File: config.mk
export PLATFORM = sky130hd
export DESIGN_NAME = fpburst_seq
export DESIGN_NICKNAME = d
export VERILOG_FILES = /design/src/rtl/fpb_pkg.sv /design/src/rtl/fpb_cmd_dec.sv /design/src/rtl/fpb_col_ctr.sv /design/src/rtl/fpb_tras_mon.sv /design/src/rtl/fpburst_seq.sv
export SDC_FILE = /design/constraint.sdc
export NUM_CORES = 1
export LEC_CHECK = 0
export BUFFER_PORTS_ARGS = -buffer_cell sky130_fd_sc_hd__buf_4
export CAP_MARGIN = 30
export CORE_ASPECT_RATIO = 1.4
export CORE_MARGIN = 2
export CORE_UTILIZATION = 52
export DETAILED_ROUTE_END_ITERATION = 12
export GPL_TIMING_DRIVEN = 1
export HOLD_SLACK_MARGIN = 0.15
export MAX_ROUTING_LAYER = met4
export PLACE_DENSITY = 0.77
export SLEW_MARGIN = 20
export SYNTH_ARGS = -nofsm -noshare
export SYNTH_HDL_FRONTEND = slang
export SYNTH_SLANG_ARGS = --single-unit
File: constraint.sdc
create_clock -name clk -period 1.8 [get_ports clk]
set_input_delay 0.27 -clock clk [delete_from_list [all_inputs] [get_ports clk]]
set_output_delay 0.27 -clock clk [all_outputs]
set_load 0.02 [all_outputs]
File: src/rtl/fpb_pkg.sv
package fpb_pkg;
  typedef enum logic [1:0] {
    OP_IDLE = 2'd0,
    OP_HALT = 2'd1,
    OP_LOAD = 2'd2
  } fpb_op_e;

  typedef struct packed {
    fpb_op_e op;
    logic    is_wr;
  } fpb_cmd_t;
endpackage

File: src/rtl/fpb_cmd_dec.sv
module fpb_cmd_dec
  import fpb_pkg::*;
(
  input  logic     rd_i,
  input  logic     wr_i,
  input  logic     stop_i,
  input  logic     pre_i,
  output fpb_cmd_t cmd_o
);
  // priority: precharge, then read/write, then burst-stop
  always_comb begin
    cmd_o.op    = OP_IDLE;
    cmd_o.is_wr = 1'b0;
    if (pre_i) begin
      cmd_o.op = OP_HALT;
    end else if (rd_i || wr_i) begin
      cmd_o.op    = OP_LOAD;
      cmd_o.is_wr = wr_i;
    end else if (stop_i) begin
      cmd_o.op = OP_HALT;
    end
  end
endmodule

File: src/rtl/fpb_col_ctr.sv
module fpb_col_ctr
  import fpb_pkg::*;
#(
  parameter int COL_W = 8
) (
  input  logic             clk,
  input  logic             rst,
  input  fpb_cmd_t         cmd_i,
  input  logic [COL_W-1:0] start_col_i,
  output logic [COL_W-1:0] col_q,
  output logic             busy_q,
  output logic             wrb_q
);
  localparam logic [COL_W-1:0] COL_ONE = COL_W'(1);

  always_ff @(posedge clk) begin
    if (rst) begin
      col_q  <= '0;
      busy_q <= 1'b0;
      wrb_q  <= 1'b0;
    end else begin
      unique case (cmd_i.op)
        OP_LOAD: begin
          col_q  <= start_col_i;
          busy_q <= 1'b1;
          wrb_q  <= cmd_i.is_wr;
        end
        OP_HALT: begin
          busy_q <= 1'b0;
          wrb_q  <= 1'b0;
        end
        default: begin
          if (busy_q) col_q <= col_q + COL_ONE;
        end
      endcase
    end
  end
endmodule

File: src/rtl/fpb_tras_mon.sv
module fpb_tras_mon #(
  parameter int TRAS_MAX = 1000
) (
  input  logic clk,
  input  logic rst,
  input  logic act_i,
  input  logic pre_i,
  output logic err_q
);
  localparam int CNT_W = $clog2(TRAS_MAX + 1);
  localparam logic [CNT_W-1:0] CNT_LIM = CNT_W'(TRAS_MAX);

  logic             open_q;
  logic [CNT_W-1:0] cnt_q;

  always_ff @(posedge clk) begin
    if (rst) begin
      open_q <= 1'b0;
      cnt_q  <= '0;
      err_q  <= 1'b0;
    end else if (act_i) begin
      open_q <= 1'b1;
      cnt_q  <= '0;
      err_q  <= 1'b0;
    end else if (open_q) begin
      if (cnt_q == CNT_LIM) err_q <= 1'b1;
      if (pre_i) open_q <= 1'b0;
      else if (cnt_q != CNT_LIM) cnt_q <= cnt_q + CNT_W'(1);
    end
  end
endmodule

File: src/rtl/fpburst_seq.sv
module fpburst_seq
  import fpb_pkg::*;
#(
  parameter int COL_W    = 8,
  parameter int TRAS_MAX = 1000
) (
  input  logic             clk,
  input  logic             rst,
  input  logic             act_i,
  input  logic             rd_i,
  input  logic             wr_i,
  input  logic [COL_W-1:0] start_col_i,
  input  logic             stop_i,
  input  logic             pre_i,
  output logic [COL_W-1:0] col_o,
  output logic             col_vld_o,
  output logic             wr_en_o,
  output logic             tras_err_o
);
  fpb_cmd_t cmd;
  logic     busy, wrb;

  fpb_cmd_dec u_dec (
    .rd_i   (rd_i),
    .wr_i   (wr_i),
    .stop_i (stop_i),
    .pre_i  (pre_i),
    .cmd_o  (cmd)
  );

  fpb_col_ctr #(.COL_W(COL_W)) u_ctr (
    .clk         (clk),
    .rst         (rst),
    .cmd_i       (cmd),
    .start_col_i (start_col_i),
    .col_q       (col_o),
    .busy_q      (busy),
    .wrb_q       (wrb)
  );

  fpb_tras_mon #(.TRAS_MAX(TRAS_MAX)) u_tras (
    .clk   (clk),
    .rst   (rst),
    .act_i (act_i),
    .pre_i (pre_i),
    .err_q (tras_err_o)
  );

  assign col_vld_o = busy;
  // write capture is cut in the very cycle a stop or precharge shows up
  assign wr_en_o   = busy & wrb & ~(stop_i | pre_i);
endmodule

==> metrics.yaml <==
status: "completed"
via_count: 1120
post_route_cells_drive_above_1_share_pct: 22.4
overflow: 0
start_kind: "flip-flop"
maxCapViolCount: 0
critical_path.max_stage_delay_ns: 0.41
fin_nets: 191
arrival_ns: 1.71
yosysSeqAreaShare_pct: 37.1
dr.pass1.iters: 4
syn-num-nets: 164
antenna_found_initial: 0
grt_pass1_vias: 1109
clk_latency_ns: 0.30
cts_num_sinks: 22
clockRootBuffer: "clkbuf_4"
final_core_util_pct: 66.3
cts_inserted_buffers: 3
ys_seq_elements: 22
hold_path_class: "input port to flip-flop"
cts_tree: "done"
grt_max_degree: 21
drtIter0Drc: 13
synth_edf_count: 0
finalSetupTns_ns: 0
finalSetupViolCount: 0
path_clk_slew_ns: 0.13
use_met1_pct: 24.1
pwr-share-comb_pct: 17.1
cts_setup_buffers: 0
required_ns: 2.00
place.gp.congestion: 0.794
fp.coreArea_um2: 2180
hpwl_um: 2110
p_total_uw: 960
num_antenna_cells: 0
fmax_mhz: 660
hold_buffers: 0
antenna_left: 0
via_per_inst: 5.83
path_max_fanout: 4
max-slew-margin-rel_pct: 79.3
initial_core_util_pct: 54.5
clock_skew_ns: 0.00836
synth.cell_area_um2: 1190
powerDensity_nw_per_um2: 665
maxSlewViolCount: 0
routed_wl_um: 2670
ir_worst_vdd_uv: 442
die_area_um2: 2680
path_cells: "inv_1 > ha_1 > and4bb_1 > a31oi_4 > mux2i_1 > nor2_1"
syn_area_per_cell_um2: 8.24
rsz0062_at_grt: "false"
die_y_um: 60.5
crit_path_end_kind: "flip-flop"
met3_usage_pct: 2.68
area_growth_pct: 21.7
top_usage_layer: "met2"
r2r_slack_ns: 0.28
final_cells: 192
seqPwrFrac_pct: 54.7
hold_viol: 0
rows: 20
postSynth.asyncResetShare_pct: 0
grt_pass1_wl_um: 4630
min_period_ns: 1.52
fin_crit_sh_pct: 84.2
routedWlPerCell_um: 13.9
power_switching_uw: 254
tightest_slew_ns: 0.307
grt_usage_pct: 23.5
dp_cells: 188
pwr-share-clk_pct: 28.2
yosys_warnings: 0
syn-instance-count: 144
cts-resized-gates: 0
p_int_uw: 705
ys.flop_type: "dfxtp_1"
critPathSlowestCell: "dfxtp_1"
worstSetupPathType: "flip-flop to flip-flop"
cts_buffer_depth: 2
swShare_pct: 26.5
synth_cell_types: 40
cts.htree.levels: 1
die_x_um: 44.4
grt.met2_usage_pct: 45.0
port_buffers: 25
p_leak_nw: 0.559
ios: 26
drc: 0
## routing by layer
| metal | part of all wire, % | wire (µm) |
|---|---|---|
| met1 | 40 | 1060 |
| met2 | 56 | 1500 |
| met3 | 2.9 | 77 |
| met4 | 0.90 | 24 |
| met5 | 0 | 0 |
## state kept, by name (all words and copies together), names as in the netlist
name and flops:
u_ctr.busy_q 1, u_ctr.col_q 8, u_ctr.wrb_q 1, u_tras.cnt_q 10, u_tras.err_q 1, u_tras.open_q 1
## cell usage after synthesis (2+ instances only)
cell type	n	area [µm²]
inv_1	6	22.5
o31ai_1	2	15.0
nand3_1	8	40.0
o21ba_2	2	20.0
buf_2	2	10.0
nor3_1	2	10.0
ha_1	5	62.6
o41ai_1	2	17.5
or3_1	4	25.0
clkbuf_1	3	11.3
o21ai_0	7	35.0
xnor2_1	5	43.8
a31oi_1	3	18.8
a21oi_1	10	50.1
nand2_1	14	52.6
nor2_1	22	82.6
and3_1	2	12.5
dfxtp_1	22	440
mux2i_1	2	20.0
## logic make-up after synthesis
logic type,count (synthesis),share of synthesized area (%)
AOI/OAI and AO/OA,35,20.7
xor gates and xnor gates,6,4.43
adders and majority gates,5,5.27
buffers and inverters,11,3.69
DFF,22,37.1
muxes,2,1.69
and+or+nand+nor,63,27.1
## power groups by stage
stage / clock (mW) / sequential [mW] / combinational [mW]
finish: 0.271 / 0.525 / 0.164
global route: 0.302 / 0.529 / 0.180
CTS: 0.277 / 0.525 / 0.165
detailed placement: 0 / 0.535 / 0.164
global placement: 0 / 0.535 / 0.160
floorplan: 0 / 0.545 / 0.0814
## final timing paths
kind / depth (start not counted) / start / to
max: 6 / u_tras.cnt_q[0] / u_tras.cnt_q[1]
min: 3 / act_i / u_tras.open_q
max reg2reg: 6 / u_tras.cnt_q[0] / u_tras.cnt_q[1]
min reg2reg: 2 / u_tras.err_q / u_tras.err_q
## worst max-delay path, delay by kind of cell (launching register included)
kind,cells,cell delay [ns]
simple gates,2,0.27
mux,1,0.22
fa+ha+maj,1,0.18
flops,1,0.41
buf+inv,1,0.07
compound gates,1,0.26
## layout make-up
cell class                      count  area (µm²)
Timing Repair Buffer               27         215
Multi-Input combinational cell    111         702
Sequential cell                    22         440
Tap cell                           22        27.5
Fill cell                         197         733
Clock buffer                        4        36.3
Inverter                            6        22.5
## placed cells by master, fill, tap and decap left out, drive strengths merged, types with 2 or more instances in the layout
cell / instances
inv: 6
buf: 27
mux2i: 2
nor2: 22
dfxtp: 22
o41ai: 2
o31ai: 2
clkbuf: 4
a21oi: 10
o21ba: 2
nor3b: 2
ha: 5
xnor2: 5
a31oi: 4
and3: 2
nor3: 3
o21ai: 7
nand3: 8
or3: 4
nand2: 14
## per-stage QoR
step                      hold slack (ns)  setup WS (ns)  cell area (µm²)
after detailed placement            0.483         0.0684             1410
final                               0.190          0.284             1440
after floorplan                     0.391          0.268             1190
after global routing                0.192          0.130             1440
after global placement              0.456         0.0700             1410
after CTS                           0.195          0.266             1440
(Power assumes the default switching activity.)
